**src/rtl/hbus_pkg.sv**
```systemverilog
package hbus_pkg;
  localparam int ADDR_PEND = 0;
  localparam int ADDR_EN   = 1;

  typedef enum logic [1:0] {
    ST_IDLE = 2'd0,
    ST_RDRV = 2'd1,
    ST_ACK  = 2'd2
  } cyc_state_e;
endpackage

```
**src/rtl/hbus_sync.sv**
```systemverilog
module hbus_sync #(
  parameter int         W       = 1,
  parameter int         STAGES  = 2,
  parameter logic [W-1:0] RST_VAL = '0
) (
  input  logic         clk_i,
  input  logic         rst_ni,
  input  logic [W-1:0] d_i,
  output logic [W-1:0] q_o
);
  logic [W-1:0] stg_q [STAGES];

  always_ff @(posedge clk_i or negedge rst_ni) begin
    if (!rst_ni) begin
      for (int s = 0; s < STAGES; s++) stg_q[s] <= RST_VAL;
    end else begin
      stg_q[0] <= d_i;
      for (int s = 1; s < STAGES; s++) stg_q[s] <= stg_q[s-1];
    end
  end

  assign q_o = stg_q[STAGES-1];
endmodule

```
**src/rtl/hbus_fsm.sv**
```systemverilog
module hbus_fsm
  import hbus_pkg::*;
(
  input  logic clk_i,
  input  logic rst_ni,
  input  logic cs_s_i,
  input  logic stb_s_i,
  input  logic rw_s_i,
  output logic wr_en_o,
  output logic rd_load_o,
  output logic ack_o,
  output logic rd_drv_o
);
  cyc_state_e state_q, state_d;
  logic       rd_cyc_q, rd_cyc_d;
  logic       start, done;

  assign start = !cs_s_i && !stb_s_i;
  assign done  = cs_s_i || stb_s_i;

  always_comb begin
    state_d   = state_q;
    rd_cyc_d  = rd_cyc_q;
    wr_en_o   = 1'b0;
    rd_load_o = 1'b0;
    unique case (state_q)
      ST_IDLE: if (start) begin
        rd_cyc_d  = rw_s_i;
        wr_en_o   = !rw_s_i;
        rd_load_o = rw_s_i;
        state_d   = rw_s_i ? ST_RDRV : ST_ACK;
      end
      ST_RDRV: state_d = done ? ST_IDLE : ST_ACK;
      ST_ACK:  if (done) state_d = ST_IDLE;
      default: state_d = ST_IDLE;
    endcase
  end

  always_ff @(posedge clk_i or negedge rst_ni) begin
    if (!rst_ni) begin
      state_q  <= ST_IDLE;
      rd_cyc_q <= 1'b0;
    end else begin
      state_q  <= state_d;
      rd_cyc_q <= rd_cyc_d;
    end
  end

  assign ack_o    = (state_q == ST_ACK);
  assign rd_drv_o = rd_cyc_q && (state_q != ST_IDLE);
endmodule

```
**src/rtl/hbus_regbank.sv**
```systemverilog
module hbus_regbank
  import hbus_pkg::*;
#(
  parameter int DW = 16,
  parameter int AW = 5
) (
  input  logic          clk_i,
  input  logic          rst_ni,
  input  logic          wr_en_i,
  input  logic          rd_load_i,
  input  logic [AW-1:0] addr_i,
  input  logic [DW-1:0] wdata_i,
  input  logic [DW-1:0] evt_i,
  output logic [DW-1:0] rdata_o,
  output logic [DW-1:0] en_o,
  output logic          irq_o
);
  localparam int DEPTH = 1 << AW;

  logic [DW-1:0] rd_arr [DEPTH];
  logic [DW-1:0] pend_q, pend_d, en_q, rdata_q;
  logic          pend_hit, en_hit;

  assign pend_hit = wr_en_i && (addr_i == AW'(ADDR_PEND));
  assign en_hit   = wr_en_i && (addr_i == AW'(ADDR_EN));

  always_comb begin
    pend_d = pend_q & ~(pend_hit ? wdata_i : '0);
    pend_d = pend_d | evt_i;
  end

  always_ff @(posedge clk_i or negedge rst_ni) begin
    if (!rst_ni) begin
      pend_q <= '0;
      en_q   <= '0;
    end else begin
      pend_q <= pend_d;
      if (en_hit) en_q <= wdata_i;
    end
  end

  for (genvar i = 0; i < DEPTH; i++) begin : g_reg
    if (i == ADDR_PEND) begin : g_pend
      assign rd_arr[i] = pend_q;
    end else if (i == ADDR_EN) begin : g_en
      assign rd_arr[i] = en_q;
    end else begin : g_store
      logic [DW-1:0] val_q;
      logic          hit;
      assign hit = wr_en_i && (addr_i == AW'(i));
      always_ff @(posedge clk_i or negedge rst_ni) begin
        if (!rst_ni)  val_q <= '0;
        else if (hit) val_q <= wdata_i;
      end
      assign rd_arr[i] = val_q;
    end
  end

  always_ff @(posedge clk_i or negedge rst_ni) begin
    if (!rst_ni)        rdata_q <= '0;
    else if (rd_load_i) rdata_q <= rd_arr[addr_i];
  end

  assign rdata_o = rdata_q;
  assign en_o    = en_q;
  assign irq_o   = |(pend_q & en_q);
endmodule

```
**src/rtl/hbus_slave.sv**
```systemverilog
module hbus_slave #(
  parameter int DW          = 16,
  parameter int AW          = 5,
  parameter int SYNC_STAGES = 2
) (
  input  logic          clk_i,
  input  logic          rst_ni,
  input  logic          hcs_ni,
  input  logic          hrw_i,
  input  logic          hstb_ni,
  input  logic [AW-1:0] haddr_i,
  input  logic [DW-1:0] hdata_i,
  output logic [DW-1:0] hdata_o,
  output logic          hdata_oe_o,
  output logic          hack_pull_o,
  input  logic [DW-1:0] evt_i,
  output logic          irq_o
);
  logic [1:0]    rst_pipe_q;
  logic          rst_n;
  logic [2:0]    ctl_s;
  logic          cs_s, stb_s, rw_s;
  logic          wr_en, rd_load, ack_st, rd_drv;
  logic [DW-1:0] en_q;

  always_ff @(posedge clk_i or negedge rst_ni) begin
    if (!rst_ni) rst_pipe_q <= 2'b00;
    else         rst_pipe_q <= {rst_pipe_q[0], 1'b1};
  end
  assign rst_n = rst_pipe_q[1];

  hbus_sync #(.W(3), .STAGES(SYNC_STAGES), .RST_VAL(3'b110)) u_sync (
    .clk_i (clk_i),
    .rst_ni(rst_n),
    .d_i   ({hcs_ni, hstb_ni, hrw_i}),
    .q_o   (ctl_s)
  );
  assign {cs_s, stb_s, rw_s} = ctl_s;

  hbus_fsm u_fsm (
    .clk_i    (clk_i),
    .rst_ni   (rst_n),
    .cs_s_i   (cs_s),
    .stb_s_i  (stb_s),
    .rw_s_i   (rw_s),
    .wr_en_o  (wr_en),
    .rd_load_o(rd_load),
    .ack_o    (ack_st),
    .rd_drv_o (rd_drv)
  );

  hbus_regbank #(.DW(DW), .AW(AW)) u_regs (
    .clk_i    (clk_i),
    .rst_ni   (rst_n),
    .wr_en_i  (wr_en),
    .rd_load_i(rd_load),
    .addr_i   (haddr_i),
    .wdata_i  (hdata_i),
    .evt_i    (evt_i),
    .rdata_o  (hdata_o),
    .en_o     (en_q),
    .irq_o    (irq_o)
  );

  assign hdata_oe_o  = rd_drv && !hcs_ni && !hstb_ni;
  assign hack_pull_o = ack_st && !hcs_ni;
endmodule

```
**config.mk**
```make
export PLATFORM = sky130hd
export DESIGN_NAME = hbus_slave
export DESIGN_NICKNAME = d
export VERILOG_FILES = /design/src/rtl/hbus_pkg.sv /design/src/rtl/hbus_sync.sv /design/src/rtl/hbus_fsm.sv /design/src/rtl/hbus_regbank.sv /design/src/rtl/hbus_slave.sv
export SDC_FILE = /design/constraint.sdc
export NUM_CORES = 1
export LEC_CHECK = 0
export BUFFER_PORTS_ARGS = -buffer_cell sky130_fd_sc_hd__buf_2
export CORE_MARGIN = 2
export CORE_UTILIZATION = 47
export CTS_BUF_LIST = sky130_fd_sc_hd__clkbuf_16
export CTS_CLUSTER_DIAMETER = 60
export CTS_CLUSTER_SIZE = 14
export DETAILED_ROUTE_END_ITERATION = 6
export GPL_ROUTABILITY_DRIVEN = 0
export PLACE_DENSITY = 0.65
export SLEW_MARGIN = 25
export SYNTH_ARGS = -nofsm -noshare
export SYNTH_HDL_FRONTEND = slang
export SYNTH_SLANG_ARGS = --single-unit
```
**constraint.sdc**
```tcl
create_clock -name clk_i -period 15.25 [get_ports clk_i]
set_clock_uncertainty 0.15 [all_clocks]
set_input_delay 1.525 -clock clk_i [delete_from_list [all_inputs] [get_ports clk_i]]
set_output_delay 1.525 -clock clk_i [all_outputs]
set_load 0.03 [all_outputs]
```
==> results.ini <==
[worst_setup_path]
path_buf_inv=2
r2r_setup_slack_ps=12050
r2r-end=u_regs.g_reg[17].g_store.val_q[7]
worstSetupPathType=input pin to register
cp-start-kind=input pin
r2r-start=u_fsm.state_q[1]
cp.required_ps=15530
crit_chain=buf_8, buf_12, mux4_2, mux2_2, a2111oi_0, a311oi_1
cp_top_family=buffers and inverters
crit_fanout=114
end_kind=register
r2r_cells=4
startpoint=haddr_i[1]
cp_slowest_cell=a2111oi_0
critPathMaxStageDelay_ps=690
worstPathArrival_ps=4470

[final_layout]
area_growth_pct=8.54
num-fill-cells=4298
seqCellArea_mm2=0.0135
final_nets=1681
utilization=0.518
final_layout_size_suffix_gt1_frac=0.469
multi_input_area_mm2=0.0105
diodes=0

[logic_synthesis]
synth_cell_types=45
synth_area_mm2=0.0246
synth_nets=1697
synth_cells=1655
synth_area_per_cell_um2=14.9
synth_edf_count=0
synthFlopType=dfrtp_1
yosysWarnings=0
synth_seq_cells=539
yosysSeqAreaShare=0.548
async_flop_share=1.00

[sta]
totalNegativeSetupSlack_ps=0
whs_ps=194
maxSlewViolCount=0
worstMarginPinSlew_ps=1040
rsz0062_at_grt=no
finalCritPeriodShare=0.275
min_period_ps=4200
fmax_ghz=0.238
slew_headroom=0.302
setup_viol=0
hold_viol_final=0

[global_route]
grt_antenna_before_repair=0
grt_max_degree=194
grt_pass1_vias=14821
grt_use_total=0.225
grt_pass1_wl_um=91600
grt.overflow.total=0

[clock_network]
root_buffer=clkbuf_16
cts.path.max_buffers=3
cts_max_level=2
cts_tree=yes
cts.hold.buffers_added=0
cts.sinks=539
clkTransAtPathRegs_ps=70
clock_latency_ps=590
cts_buffers=47
cts-resized-gates=0
post_cts_buffers=0

[run_status]
run_status=finished clean

[flow_run]
maxCapViolCount=0

[floorplan]
io_pins=61
initial_core_util=0.477
die_w_um=233
core.rowCount=83
fp.coreArea_mm2=0.0516
die_area_mm2=0.0543
die_h_um=233

[route]
vias=14021
drc_errors=0
drt-vias-per-instance=5.99
wl_per_cell_um=25.3
ant_nets=0
drt_wl_total_um=59300
dr.first_iter.drc_count=927
drt_pass1_iterations=4

[power_and_ir_drop]
powerDensity_mw_per_mm2=115
ir_drop_v=0.0000698
cellLeakagePower_nw=12.7

[placed_design]
io_buffer_count=60
hpwlAfterDp_um=36600

[min_path]
holdCritStartpoint=u_sync.stg_q[3]
hp-class=register to register
whs_endpoint=u_sync.q_o[0]
hold_depth=0

## registers in the layout (all words and copies together), names as in the netlist
name	cells
rst_pipe_q	2
u_fsm.rd_cyc_q	1
u_sync.stg_q	3
u_regs.en_o	16
u_regs.pend_q	16
u_sync.q_o	3
u_regs.g.g_store.val_q	480
u_regs.rdata_o	16
u_fsm.state_q	2
## worst max-delay path by stage
| stage | slack (ps) | end | depth (start not counted) |
|---|---|---|---|
| 6_report | 11050 | u_regs.rdata_o[6] | 6 |
| 5_1_grt | 10900 | u_regs.rdata_o[10] | 6 |
| 4_1_cts | 11060 | u_regs.rdata_o[6] | 6 |
| 3_5_place_dp | 10450 | u_regs.rdata_o[6] | 6 |
| 3_3_place_gp | 10400 | u_regs.rdata_o[14] | 6 |
| 2_1_floorplan | 6330 | u_fsm.rd_cyc_q | 0 |
## cell type report
| cell class | instances | share of cell area |
|---|---|---|
| Sequential cell | 539 | 0.505 |
| Multi-Input combinational cell | 965 | 0.393 |
| Clock buffer | 49 | 0.0458 |
| Tap cell | 680 | 0.0318 |
| Timing Repair Buffer | 85 | 0.0210 |
| Clock inverter | 21 | 0.00412 |
| Inverter | 1 | 0.000140 |
## Yosys cell counts (all sizes together) (9+ instances only)
cell type / instances / share of area
o22ai: 48 / 0.012
and2: 10 / 0.0025
buf: 64 / 0.015
dfrtp: 535 / 0.54
nor2: 39 / 0.0072
mux4: 72 / 0.066
nand2: 26 / 0.0055
nand3: 17 / 0.0035
clkbuf: 86 / 0.013
nor2b: 9 / 0.0023
a21o: 17 / 0.0052
mux2i: 112 / 0.045
mux2: 512 / 0.24
or3: 20 / 0.0051
## cell usage in the layout, fill, tap and decap left out, types with 4 or more instances in the layout
| cell type | count |
|---|---|
| nor2_1 | 27 |
| inv_1 | 10 |
| a2111oi_0 | 8 |
| and2_1 | 10 |
| mux2i_1 | 112 |
| o2111ai_1 | 8 |
| nand3b_1 | 4 |
| dfrtp_1 | 534 |
| nand2_1 | 11 |
| buf_6 | 4 |
| a22o_1 | 4 |
| o221a_2 | 8 |
| nand3_1 | 17 |
| a211oi_1 | 8 |
| nor2_2 | 7 |
| o22ai_1 | 48 |
| nand2_2 | 15 |
| mux2_2 | 472 |
| buf_2 | 58 |
| mux4_2 | 72 |
| nor2b_1 | 9 |
| clkbuf_16 | 49 |
| nor2_4 | 5 |
| or3_1 | 18 |
| clkinv_1 | 5 |
| a221oi_1 | 4 |
| a311oi_1 | 8 |
| o22a_1 | 8 |
| mux2_4 | 40 |
| dfstp_2 | 4 |
| buf_4 | 19 |
| a21o_1 | 17 |
## metrics by stage
step           power, mW  cell area, µm²  worst slack (ps)  cells
6_report            3.08           26700             11050   2340
5_1_grt             3.21           26700             10900   2340
4_1_cts             3.11           26700             11060   2339
3_5_place_dp        2.01           25400             10450   2269
3_3_place_gp        1.99           25300             10400   2268
2_1_floorplan       1.90           24600              6330   1655
## power breakdown
part,switching (mW),internal [mW],total (mW)
sequential,0.0733,1.55,1.63
clock,0.524,0.575,1.10
combinational,0.178,0.177,0.355
total,0.776,2.31,3.08
## metal layers
| metal | wire length, µm | track usage | part of all wire |
|---|---|---|---|
| met3 | 2650 | 0.0406 | 0.045 |
| met1 | 26600 | 0.309 | 0.45 |
| met5 | 0 | 0 | 0 |
| met4 | 1750 | 0.0683 | 0.030 |
| met2 | 28300 | 0.364 | 0.48 |
## worst reg2reg max path, cell delays in order, from the launching register on
cell and delay [ps]:
dfrtp_1 420, or4_4 610, or4b_1 730, or3_2 780
mux2_4 400
## kinds of logic after synthesis
kind of cell / synth area share
buffers and inverters: 0.0286
muxes: 0.351
and+or+nand+nor: 0.0342
DFF: 0.548
other: 0.000152
AOI/OAI and AO/OA: 0.0382
Power figures use the tool's default switching activity.
